$ cat config.mk
export PLATFORM = sky130hd
export DESIGN_NAME = spi_port
export DESIGN_NICKNAME = d
export VERILOG_FILES = /design/src/rtl/spi_port_pkg.sv /design/src/rtl/spi_rate_gen.sv /design/src/rtl/spi_sync.sv /design/src/rtl/spi_shift_core.sv /design/src/rtl/spi_port.sv
export SDC_FILE = /design/constraint.sdc
export NUM_CORES = 1
export LEC_CHECK = 0
export BUFFER_PORTS_ARGS = -buffer_cell sky130_fd_sc_hd__buf_2
export CAP_MARGIN = 5
export CORE_MARGIN = 5
export CORE_UTILIZATION = 58
export DETAILED_ROUTE_END_ITERATION = 7
export PLACE_DENSITY = 0.81
export SLEW_MARGIN = 20
export SYNTH_ARGS = -nofsm -noshare
export SYNTH_HDL_FRONTEND = slang
export SYNTH_SLANG_ARGS = --single-unit
$ cat constraint.sdc
create_clock -name clk -period 2.25 [get_ports clk]
set_input_delay 0.225 -clock clk [delete_from_list [all_inputs] [get_ports clk]]
set_output_delay 0.225 -clock clk [all_outputs]
set_load 0.02 [all_outputs]
$ cat src/rtl/spi_port_pkg.sv
package spi_port_pkg;
  localparam int BYTE_W = 8;
  localparam int ADDR_W = 2;
  localparam int DIV_W  = 7;
  localparam int SYNC_STAGES = 2;

  localparam logic [ADDR_W-1:0] ADDR_CTRL = 2'd0;
  localparam logic [ADDR_W-1:0] ADDR_STAT = 2'd1;
  localparam logic [ADDR_W-1:0] ADDR_DATA = 2'd2;

  // control register, bit 6 down to bit 0
  typedef struct packed {
    logic       irq_en;
    logic       lsb_first;
    logic       master;
    logic       cpol;
    logic       cpha;
    logic [1:0] rate;
  } ctrl_t;

  localparam int CTRL_W = $bits(ctrl_t);

  // system clocks per SCK half period: rates give /4, /16, /64, /128
  function automatic logic [DIV_W-1:0] half_period(input logic [1:0] rate);
    int unsigned expo;
    expo = (rate == 2'd3) ? 6 : (2 * int'(rate) + 1);
    return DIV_W'(1) << expo;
  endfunction
endpackage

$ cat src/rtl/spi_rate_gen.sv
module spi_rate_gen
  import spi_port_pkg::*;
(
  input  logic       clk,
  input  logic       rst_n,
  input  logic       run,
  input  logic [1:0] rate,
  output logic       tick
);
  logic [DIV_W-1:0] cnt_q;
  logic [DIV_W-1:0] limit;

  assign limit = half_period(rate) - DIV_W'(1);
  assign tick  = run && (cnt_q == limit);

  always_ff @(posedge clk or negedge rst_n) begin
    if (!rst_n)          cnt_q <= '0;
    else if (!run || tick) cnt_q <= '0;
    else                 cnt_q <= cnt_q + DIV_W'(1);
  end
endmodule

$ cat src/rtl/spi_sync.sv
module spi_sync #(
  parameter int          W      = 3,
  parameter int          STAGES = 2,
  parameter logic [W-1:0] INIT  = '0
) (
  input  logic         clk,
  input  logic         rst_n,
  input  logic [W-1:0] d,
  output logic [W-1:0] q
);
  logic [STAGES-1:0][W-1:0] chain_q;

  always_ff @(posedge clk or negedge rst_n) begin
    if (!rst_n) chain_q <= {STAGES{INIT}};
    else        chain_q <= {chain_q[STAGES-2:0], d};
  end

  assign q = chain_q[STAGES-1];
endmodule

$ cat src/rtl/spi_shift_core.sv
module spi_shift_core #(
  parameter int N = 8
) (
  input  logic         clk,
  input  logic         rst_n,
  input  logic         load,
  input  logic [N-1:0] din,
  input  logic         step,
  input  logic         abort,
  input  logic         cpha,
  input  logic         lsb_first,
  input  logic         sin,
  output logic         sout,
  output logic [N-1:0] rx,
  output logic         done,
  output logic         active
);
  localparam int EDGES = 2 * N;
  localparam int CW    = $clog2(EDGES);

  logic [CW-1:0] edge_q;
  logic [N-1:0]  tx_q;
  logic [N-1:0]  rx_q;
  logic          is_sample;
  logic          is_shift;

  // even edge index = leading edge
  assign is_sample = cpha ? edge_q[0] : ~edge_q[0];
  assign is_shift  = ~is_sample && !(cpha && edge_q == '0);
  assign done      = step && (edge_q == CW'(EDGES - 1));
  assign active    = (edge_q != '0);
  assign sout      = lsb_first ? tx_q[0] : tx_q[N-1];
  assign rx        = rx_q;

  always_ff @(posedge clk or negedge rst_n) begin
    if (!rst_n) begin
      edge_q <= '0;
      tx_q   <= '0;
      rx_q   <= '0;
    end else begin
      if (abort || load)  edge_q <= '0;
      else if (done)      edge_q <= '0;
      else if (step)      edge_q <= edge_q + CW'(1);

      if (load)                      tx_q <= din;
      else if (step && is_shift)     tx_q <= lsb_first ? (tx_q >> 1) : (tx_q << 1);

      if (step && is_sample && !abort)
        rx_q <= lsb_first ? {sin, rx_q[N-1:1]} : {rx_q[N-2:0], sin};
    end
  end
endmodule

$ cat src/rtl/spi_port.sv
module spi_port
  import spi_port_pkg::*;
(
  input  logic              clk,
  input  logic              rst_n,
  input  logic [ADDR_W-1:0] reg_addr,
  input  logic              reg_we,
  input  logic [BYTE_W-1:0] reg_wdata,
  output logic [BYTE_W-1:0] reg_rdata,
  input  logic              port_ie,
  output logic              sck_o,
  output logic              mosi_o,
  input  logic              miso_i,
  input  logic              sck_i,
  input  logic              mosi_i,
  output logic              miso_o,
  input  logic              ss_n_i,
  output logic              irq
);
  ctrl_t             ctrl_q;
  logic              spif_q, wcol_q, busy_q, sck_q, sck_d;
  logic              tick, step, abort, sin, sout;
  logic              xfer_done, core_active, xfer_busy;
  logic              data_wr, stat_wr, collide, load;
  logic              is_master, cpol_w;
  logic              ss_sync, mosi_sync, sck_sync, slave_edge;
  logic [BYTE_W-1:0] rx_byte;

  assign is_master = ctrl_q.master;
  assign cpol_w    = ctrl_q.cpol;

  assign data_wr   = reg_we && (reg_addr == ADDR_DATA);
  assign stat_wr   = reg_we && (reg_addr == ADDR_STAT);
  assign xfer_busy = is_master ? busy_q : core_active;
  assign collide   = data_wr && xfer_busy;
  assign load      = data_wr && !xfer_busy;

  spi_sync #(.W(3), .STAGES(SYNC_STAGES), .INIT(3'b100)) u_sync (
    .clk(clk), .rst_n(rst_n),
    .d({ss_n_i, mosi_i, sck_i}),
    .q({ss_sync, mosi_sync, sck_sync})
  );

  spi_rate_gen u_rate (
    .clk(clk), .rst_n(rst_n), .run(busy_q), .rate(ctrl_q.rate), .tick(tick)
  );

  assign slave_edge = sck_sync ^ sck_d;
  assign step  = is_master ? (busy_q && tick) : (slave_edge && !ss_sync);
  assign abort = !is_master && ss_sync;
  assign sin   = is_master ? miso_i : mosi_sync;

  spi_shift_core #(.N(BYTE_W)) u_core (
    .clk(clk), .rst_n(rst_n), .load(load), .din(reg_wdata), .step(step),
    .abort(abort), .cpha(ctrl_q.cpha), .lsb_first(ctrl_q.lsb_first),
    .sin(sin), .sout(sout), .rx(rx_byte), .done(xfer_done),
    .active(core_active)
  );

  always_ff @(posedge clk or negedge rst_n) begin
    if (!rst_n) begin
      ctrl_q <= '0;
      spif_q <= 1'b0;
      wcol_q <= 1'b0;
      busy_q <= 1'b0;
      sck_q  <= 1'b0;
      sck_d  <= 1'b0;
    end else begin
      sck_d <= sck_sync;
      if (reg_we && reg_addr == ADDR_CTRL)
        ctrl_q <= ctrl_t'(reg_wdata[CTRL_W-1:0]);

      if (!is_master)              busy_q <= 1'b0;
      else if (load)               busy_q <= 1'b1;
      else if (xfer_done)          busy_q <= 1'b0;

      if (!busy_q)                 sck_q <= cpol_w;
      else if (tick)               sck_q <= ~sck_q;

      if (xfer_done)               spif_q <= 1'b1;
      else if (stat_wr && !reg_wdata[0]) spif_q <= 1'b0;

      if (collide)                 wcol_q <= 1'b1;
      else if (stat_wr && !reg_wdata[1]) wcol_q <= 1'b0;
    end
  end

  always_comb begin
    case (reg_addr)
      ADDR_CTRL: reg_rdata = {{(BYTE_W-CTRL_W){1'b0}}, ctrl_q};
      ADDR_STAT: reg_rdata = {{(BYTE_W-2){1'b0}}, wcol_q, spif_q};
      ADDR_DATA: reg_rdata = rx_byte;
      default:   reg_rdata = '0;
    endcase
  end

  assign sck_o  = sck_q;
  assign mosi_o = sout;
  assign miso_o = sout;
  assign irq    = spif_q && ctrl_q.irq_en && port_ie;
endmodule

==> flow_metrics.tcl, run 1 <==
set metrics [dict create \
    dpl.hpwl_um 3781 \
    r2r_cells 8 \
    synthArstFlopShare_pct 100.0 \
    die_area_um2 5726 \
    numPortBuffers 29 \
    grt_max_degree 23 \
    synth_commonest_cells "dfrtp_1 (43), mux2_2 (22), nor2_1 (21), mux2i_1 (15), nand2_1 (14)" \
    wirelength_um 5156 \
    ys.flop_type "dfrtp_1" \
    diodes 0 \
    synth-xor-area-share_pct 2.801 \
    grt_overflow 0 \
    tightest_slew_ns 0.8058 \
    vdd_drop_max_v 0.0006699 \
    boundaryPins 30 \
    syn_area_per_cell_um2 11.07 \
    synthTopCellsByArea "dfrtp_1 (43%), mux2_2 (9.9%), mux2i_1 (6.0%), nor2_1 (3.2%), o31ai_2 (3.0%)" \
    grt_first_pass_wirelength_um 8659 \
    finish.utilization_pct 69.75 \
    multiInputGateArea_um2 1310 \
    gp_congestion 0.8953 \
    grt_usage_pct 20.04 \
    die_h_um 75.67 \
    drtIter0Drc 93 \
    yosys.area_share.simple_pct 17.06 \
    instances_no_fill 314 \
    synth-compound-area-share_pct 14.41 \
    viasPerCell 5.828 \
    syn-cell-area_um2 2501 \
    synth.mux.area_fraction_pct 15.91 \
    cp.required_ns 2.47 \
    hold_viol_final 0 \
    start_kind "register" \
    slew_headroom_pct 46.28 \
    cp_cell_sequence "inv_1, ha_1, or3b_1, a21oi_2, a2111oi_4, buf_4, or3b_2, a31oi_1" \
    fin_ws_ns 0.1063 \
    setup_viol 0 \
    dp_slack_ns 0.09528 \
    synth_top_family_by_area "simple AND/OR/NAND/NOR gates" \
    cts_buffers 5 \
    die_width_um 75.67 \
    hold_path_class "primary input to register" \
    routedWlPerCell_um 16.42 \
    clk_latency_ns 0.29 \
    synth_cell_type_count 50 \
    synth_nets 247 \
    critPathBufInv 2 \
    fillers 316 \
    clock_path_buffers 2 \
    cp_max_fo 4 \
    antenna_found_initial 0 \
    cp_data_arrival_time_ns 2.36 \
    power_density_nw_per_um2 892.4 \
    max_clock_freq_ghz 0.4665 \
    grt_pass1_vias 1833 \
    outcome "finished, final reports clean" \
    worst-path-stages 8 \
    yosysMostFrequentCell "dfrtp_1" \
    drive_gt1_share_pct 34.47 \
    synth_edf_count 0 \
    cts_tree "built" \
    path_class "register to register" \
    drv_cap 0 \
    synth_top_area_share_pct 43.02 \
    path_delay_family "simple AND/OR/NAND/NOR gates" \
    yosysSeqAreaShare_pct 45.12 \
    cts_max_level 2 \
    finalPower_mw 2.544 \
    fin_crit_ns 2.144 \
    min_path_cells 1 \
    fp.coreArea_um2 4086 \
    syn_to_final_growth_pct 13.96 \
    clkSinkCount 45 \
    dpl.cell_count 305 \
    end_kind "register" \
    period_share_pct 95.28 \
    post_synth_fa_ha_maj_area_fraction_pct 1.501 \
    critPathMaxStageDelay_ns 0.43 \
    synth_top_area_cell "dfrtp_1" \
    rows 23 \
    start_util_pct 61.21 \
    p_leak_nw 1.268 \
    ys_ff_latch 45 \
    netlist_instances 226 \
    num-nets-final 285 \
    detail-route-antenna-nets 0 \
    rrSetupSlack_ns 0.11 \
    critPathSlowestCell "or3b_2" \
    regArea_um2 1129 \
    dr.pass1.iters 4 \
    cts-root-buf "clkbuf_8" \
    skew_ns 0.009336 \
    vias 1830 \
    cts.clk_slew.worst_paths_ns 0.08 \
    yosys_warnings 0 \
    slew_viol_final 0 \
    drcViolationCount 0 \
]
metal layers:
layer	global-route usage, %	up-vias	wire [um]
met5	0	-	0
met4	7.184	0	78
met3	5.277	8	228
met2	31.16	38	2460
met1	27.10	897	2389
li1	-	887	-
through the flow:
stage / area, um2 / setup TNS (ns) / hold slack [ns]
CTS: 2825 / 0 / 0.01817
global route: 2850 / -0.05289 / 0.01081
detailed placement: 2711 / 0 / 0.2119
global placement: 2711 / 0 / 0.2083
floorplan: 2501 / 0 / -0.07059
finish: 2850 / 0 / 0.03132
final timing paths:
| check | endpoint | startpoint |
|---|---|---|
| max | u_core.tx_q[7]$_DFFE_PN0P_ | u_core.edge_q[0]$_DFFE_PN0P_ |
| max reg2reg | u_core.tx_q[7]$_DFFE_PN0P_ | u_core.edge_q[0]$_DFFE_PN0P_ |
| min reg2reg | u_sync.q[1]$_DFF_PN0_ | u_sync.chain_q[1]$_DFF_PN0_ |
| min | u_sync.chain_q[2]$_DFF_PN1_ | ss_n_i |
| min in group asynchronous | u_rate.cnt_q[1]$_DFF_PN0_ | rst_n |
| max in group asynchronous | u_sync.chain_q[2]$_DFF_PN1_ | rst_n |
cells by family after synthesis:
logic type	after synthesis
fa+ha+maj	3
compound gates	43
flops	45
mux	37
buf+inv	13
xor+xnor	8
simple gates	77
placed cells by master, fill, tap and decap left out, drive strengths merged, types with 7 or more instances in the layout:
cell / synthesis / routed
mux2: 22 / 22
nand2: 14 / 14
dfrtp: 43 / 43
nor3: 8 / 8
nor2: 21 / 21
mux2i: 15 / 15
a21oi: 9 / 9
o31ai: 7 / 7
buf: 6 / 39
o21ai: 11 / 11
what timing repair did:
item                                    in CTS  in global routing
hold endpoints to repair                    20                  0
buffers inserted                             0                  1
resized for setup                            0                  3
hold buffers                                 1                  0
endpoints found under the setup margin       0                  8
power breakdown:
part | switching [mW] | total (mW) | leakage [nW] | internal [mW]
Combinational | 0.364 | 0.781 | 0.654 | 0.417
Clock | 0.256 | 0.579 | 0.0540 | 0.323
Sequential | 0.191 | 1.18 | 0.560 | 0.993
Total | 0.810 | 2.54 | 1.27 | 1.73
sequential cells by signal, indices dropped and copies added (netlist names), 3 cells and up:
register,cells
u_core.rx,8
u_rate.cnt_q,7
u_sync.chain_q,3
u_core.tx_q,8
u_sync.q,3
ctrl_q,5
u_core.edge_q,4
cell type report:
class                   count  area share (%)
clock inverters             2           1.229
clock buffers               5           2.414
inverters                   4          0.5268
multi-input cells         168           45.96
repair buffers             40           8.077
well taps                  50           2.195
flip-flops and latches     45           39.60
Note: power is estimated with default switching activity, not from simulation.
==> run 2: changes to the inputs <==
==> constraint.sdc (replaced) <==
create_clock -name clk -period 2 [get_ports clk]
set_input_delay 0 -clock clk [delete_from_list [all_inputs] [get_ports clk]]
set_output_delay 0 -clock clk [all_outputs]
set_load 0.02 [all_outputs]
==> run 2 against run 1 <==
The run now ends with negative setup slack left. Sequential share of layout area is 4.0 points lower. Clock-buffer cell count increased by 3. Fmax up 2.7%. Combinational power up 27%. Flip-flop and latch count is the same. Power is 13% higher. Setup slack worse by 0.19 ns.
==> flow_metrics.tcl, run 2 (synthesis results as in run 1) <==
set metrics [dict create \
    outcome "finished with violations" \
    violations "negative setup slack" \
    fp.coreArea_um2 4086 \
    cp_data_arrival_time_ns 2.27 \
    clkSinkCount 45 \
    power_density_nw_per_um2 908.7 \
    syn_to_final_growth_pct 26.86 \
    seqPwrFrac_pct 46.7 \
    detail-route-antenna-nets 0 \
    skew_ns 0.008782 \
    cts-root-buf "clkbuf_8" \
    viasPerCell 5.957 \
    path_class "register to register" \
    pwr-share-clk_pct 18.8 \
    final_cell_mix "dfrtp_1 (42), buf_2 (30), buf_4 (25)" \
    routedWlPerCell_um 17.58 \
    cp.required_ns 2.19 \
    instances_no_fill 346 \
    numPortBuffers 29 \
    drive_gt1_share_pct 40.54 \
    cts_buffers 5 \
    diodes 0 \
    grt_pass1_vias 1974 \
    grt_setup_unrepaired "yes" \
    dpl.cell_count 321 \
    slew_headroom_pct 55.30 \
    hold_viol_final 0 \
    rows 23 \
    wirelength_um 6082 \
    dpl.hpwl_um 3988 \
    p_leak_nw 1.427 \
    cts_tree "built" \
    drcViolationCount 0 \
    cp_max_fo 8 \
    clock_path_buffers 2 \
    drtIter0Drc 126 \
    p_sw_mw 0.9781 \
    dr.pass1.iters 4 \
    die_area_um2 5726 \
    tightest_slew_ns 0.6706 \
    cts_max_level 2 \
    grt_usage_pct 23.03 \
    num-nets-final 316 \
    fin_crit_ns 2.087 \
    antenna_found_initial 0 \
    end_kind "register" \
    hold_path_class "primary input to register" \
    p_int_mw 1.905 \
    clk_latency_ns 0.29 \
    layout_commonest_cell "dfrtp_1" \
    cts.clk_slew.worst_paths_ns 0.08 \
    vdd_drop_max_v 0.0006736 \
    start_util_pct 61.21 \
    pwr-share-comb_pct 34.5 \
    switching_share_pct 33.92 \
    grt_overflow 0 \
    boundaryPins 30 \
    setup_viol 16 \
    drv_cap 0 \
    max_clock_freq_ghz 0.4792 \
    slew_viol_final 0 \
    grt_max_degree 30 \
    grt_first_pass_wirelength_um 9749 \
    die_h_um 75.67 \
    start_kind "register" \
    fin_ws_ns -0.08663 \
    period_share_pct 104.3 \
    die_width_um 75.67 \
    vias 2061 \
    gp_congestion 0.8772 \
    finish.utilization_pct 77.65 \
]
-- run 2: cell count changes in the layout (fill, tap and decap cells not counted), moves of 3 or more --
cell           previous run  this run
buf_6                     0         4
buf_4                    10        25
dlygate4sd3_1             1        11
nor3_1                    8         5
clkbuf_1                  0         3
-- run 2: metrics by stage --
| step | hold slack, ns | power, mW | instance area (um2) | worst slack, ns | setup TNS, ns |
|---|---|---|---|---|---|
| 4_1_cts | 0.02539 | 2.841 | 3123 | -0.03263 | -0.08674 |
| 5_1_grt | 0.02466 | 3.062 | 3173 | -0.1589 | -2.196 |
| 3_3_place_gp | 0.05370 | 2.214 | 2835 | -0.01916 | -0.1548 |
| 6_report | 0.02378 | 2.883 | 3173 | -0.08663 | -0.9423 |
| 2_1_floorplan | -0.2956 | 1.986 | 2505 | 0.04127 | 0 |
| 3_5_place_dp | 0.05354 | 2.256 | 2835 | -0.05634 | -0.5771 |
-- run 2: path summary, 6_finish.rpt --
check / end / start / depth (start not counted) / slack (ns)
min in group asynchronous: u_rate.cnt_q[3]$_DFF_PN0_ / rst_n / 2 / 0.26
min: u_core.tx_q[7]$_DFFE_PN0P_ / reg_wdata[7] / 3 / 0.02
min reg2reg: u_sync.q[0]$_DFF_PN0_ / u_sync.chain_q[0]$_DFF_PN0_ / 0 / 0.35
max reg2reg: u_core.rx[5]$_DFFE_PN0P_ / u_rate.cnt_q[3]$_DFF_PN0_ / 7 / -0.09
max: u_core.rx[5]$_DFFE_PN0P_ / u_rate.cnt_q[3]$_DFF_PN0_ / 7 / -0.09
max in group asynchronous: u_core.tx_q[2]$_DFFE_PN0P_ / rst_n / 3 / 1.15
-- run 2: area by class of cell --
type                    count  area [um2]
inverters                   4       15.01
fillers                   275       913.4
multi-input cells         168        1373
flip-flops and latches     45        1130
repair buffers             71       513.0
clock buffers               8       80.08
well taps                  50       62.56
-- run 2: power groups by stage --
stage | sequential [mW] | clock, mW | combinational [mW]
4_1_cts | 1.33 | 0.549 | 0.961
5_1_grt | 1.38 | 0.606 | 1.08
3_3_place_gp | 1.33 | 0 | 0.882
3_5_place_dp | 1.34 | 0 | 0.913
2_1_floorplan | 1.26 | 0 | 0.722
6_report | 1.35 | 0.541 | 0.995
-- run 2: repair_timing --
item                       in CTS  in global routing
pin swaps                      15                  5
gates cloned                    1                  0
hold endpoints to repair       43                  0
gates resized for setup        12                 12
buffers inserted                5                  1
hold buffers                   11                  0
setup endpoints to repair      16                 26
-- run 2: per-layer routing --
layer	global-route usage, %	vias up	part of all wire, %
li1	-	952	-
met1	29.76	1031	40
met2	38.93	64	52
met3	4.881	14	5.6
met4	6.990	0	2.2
met5	0	-	0
-- run 2: critical path, stage by stage, from the launching register on --
cell and delay, ns:
dfrtp_1 0.43, buf_4 0.15, and4bb_1 0.22, o31ai_4 0.39, a211oi_4 0.13, o21ai_4 0.18
buf_12 0.14, mux2_2 0.33
==> run 3: changes to the inputs <==
CORE_UTILIZATION = 62   (was 58)
PLACE_DENSITY = 0.85   (was 0.81)
clock period = 2.4 ns   (was 2 ns; I/O delays follow)
==> run 3 against run 2 <==
Worst hold slack better by 0.0034 ns. The run now ends clean. Critical path type unchanged. Wire length fell by 13%. Power is 20% lower. Utilization decreased by 4.6 points. Clock-buffer cell count stayed put. Setup slack improved by 0.26 ns. Via count decreased by 8.0%. First-iteration DRC count decreased by 18%.
==> flow_metrics.tcl, run 3 (synthesis results as in run 1) <==
set metrics [dict create \
    outcome "finished, final reports clean" \
    grt_overflow 0 \
    grt_pass1_vias 1925 \
    cp.required_ns 2.61 \
    drcViolationCount 0 \
    cts_tree "built" \
    critPathMaxStageDelay_ns 0.49 \
    critPathSlowestCell "or3b_2" \
    cts-root-buf "clkbuf_8" \
    num-nets-final 291 \
    viasPerCell 5.907 \
    slew_headroom_pct 44.66 \
    slew_viol_final 0 \
    grt_usage_pct 21.63 \
    layout_commonest_cell "dfrtp_1" \
    timing.setup.tns_ns 0 \
    grt_max_degree 46 \
    drtIter0Drc 103 \
    path_class "register to register" \
    clk_latency_ns 0.29 \
    clock_path_buffers 2 \
    place_area_um2 2689 \
    skew_ns 0.006469 \
    fillers 273 \
    cp_cell_sequence "inv_1, ha_1, or3b_1, a21oi_1, nor2_1, or3b_2, a31oi_1" \
    critPathBufInv 1 \
    regArea_um2 1129 \
    start_kind "register" \
    end_kind "register" \
    cp_max_fo 8 \
    die_width_um 73.52 \
    final_cell_mix "dfrtp_1 (43), buf_2 (28), mux2_2 (22)" \
    period_share_pct 92.67 \
    dr.pass1.iters 4 \
    setup_viol 0 \
    tightest_slew_ns 0.8301 \
    fin_crit_ns 2.224 \
    antenna_found_initial 0 \
    dpl.hpwl_um 3776 \
    cp_data_arrival_time_ns 2.43 \
    boundaryPins 30 \
    clkSinkCount 45 \
    die_area_um2 5404 \
    max_clock_freq_ghz 0.4496 \
    grt_first_pass_wirelength_um 9108 \
    hold_path_class "primary input to register" \
    routedWlPerCell_um 16.50 \
    path_delay_family "simple AND/OR/NAND/NOR gates" \
    vdd_drop_max_v 0.0005343 \
    drv_cap 0 \
    multiInputGateArea_um2 1292 \
    detail-route-antenna-nets 0 \
    rrSetupSlack_ns 0.18 \
    rows 23 \
    cts_buffers 5 \
    vias 1896 \
    wirelength_um 5296 \
    postLayoutCellArea_um2 2882 \
    fp.coreArea_um2 3943 \
    drive_gt1_share_pct 30.63 \
    grt_setup_unrepaired "no" \
    hold_viol_final 0 \
    numPortBuffers 29 \
    cts_max_level 2 \
    p_leak_nw 1.273 \
    syn_to_final_growth_pct 15.21 \
    start_util_pct 63.44 \
    die_h_um 73.52 \
    power_density_nw_per_um2 797.2 \
    cts.clk_slew.worst_paths_ns 0.08 \
    gp_congestion 0.8796 \
    diodes 0 \
]
[run 3: worst paths after layout]
| check | endpoint | cells after the start | from |
|---|---|---|---|
| setup / recovery | u_core.tx_q[7]$_DFFE_PN0P_ | 7 | u_core.edge_q[0]$_DFFE_PN0P_ |
| setup reg to reg | u_core.tx_q[7]$_DFFE_PN0P_ | 7 | u_core.edge_q[0]$_DFFE_PN0P_ |
| hold reg to reg | u_sync.q[0]$_DFF_PN0_ | 0 | u_sync.chain_q[0]$_DFF_PN0_ |
| min in group asynchronous | u_rate.cnt_q[3]$_DFF_PN0_ | 2 | rst_n |
| hold / removal | u_core.tx_q[7]$_DFFE_PN0P_ | 3 | reg_wdata[7] |
| max in group asynchronous | u_sync.chain_q[2]$_DFF_PN1_ | 2 | rst_n |
[run 3: routing by layer]
layer  global-route usage, %  up-vias  wire length (um)
li1                        -      905                 -
met1                   29.33      938              2340
met2                   35.04       45              2673
met3                   3.694        8               226
met4                   7.445        0                55
met5                       0        -                 0
[run 3: layout make-up]
cell class | instances | share of cell area [%]
Multi-Input combinational cell | 168 | 44.85
Sequential cell | 45 | 39.17
Timing Repair Buffer | 46 | 10.51
Clock buffer | 8 | 2.779
Tap cell | 50 | 2.171
Inverter | 4 | 0.5211
[run 3: through the flow]
stage               instances  hold slack, ns  setup WS, ns  util [%]  power, mW
floorplan                 226         -0.2956        0.3672         -      1.652
global placement          302          0.1055        0.2867     68.20      1.803
detailed placement        302          0.1091        0.2166     68.20      1.851
CTS                       321         0.02678        0.1726     73.02      2.306
global route              321         0.03287       0.03692     73.09      2.431
finish                    321         0.02713        0.1759     73.09      2.297
[run 3: worst reg2reg max path: cells and delay by family (launching register included)]
family                   cells  cell delay [ns]
AO/OA/AOI/OAI                2             0.46
AND/OR/NAND/NOR              3             1.02
buffers and inverters        1             0.10
flip-flops                   1             0.43
adder cells (fa/ha/maj)      1             0.15
[run 3: timing repair]
item	4_1_cts	5_1_grt
endpoints found under the hold margin	58	0
hold buffers	11	0
gates resized for setup	0	0
buffers inserted	0	0
[run 3: power by group]
group | switching (mW) | internal [mW] | total (mW)
registers | 0.192 | 0.931 | 1.12
logic | 0.337 | 0.393 | 0.731
clock network | 0.237 | 0.207 | 0.444
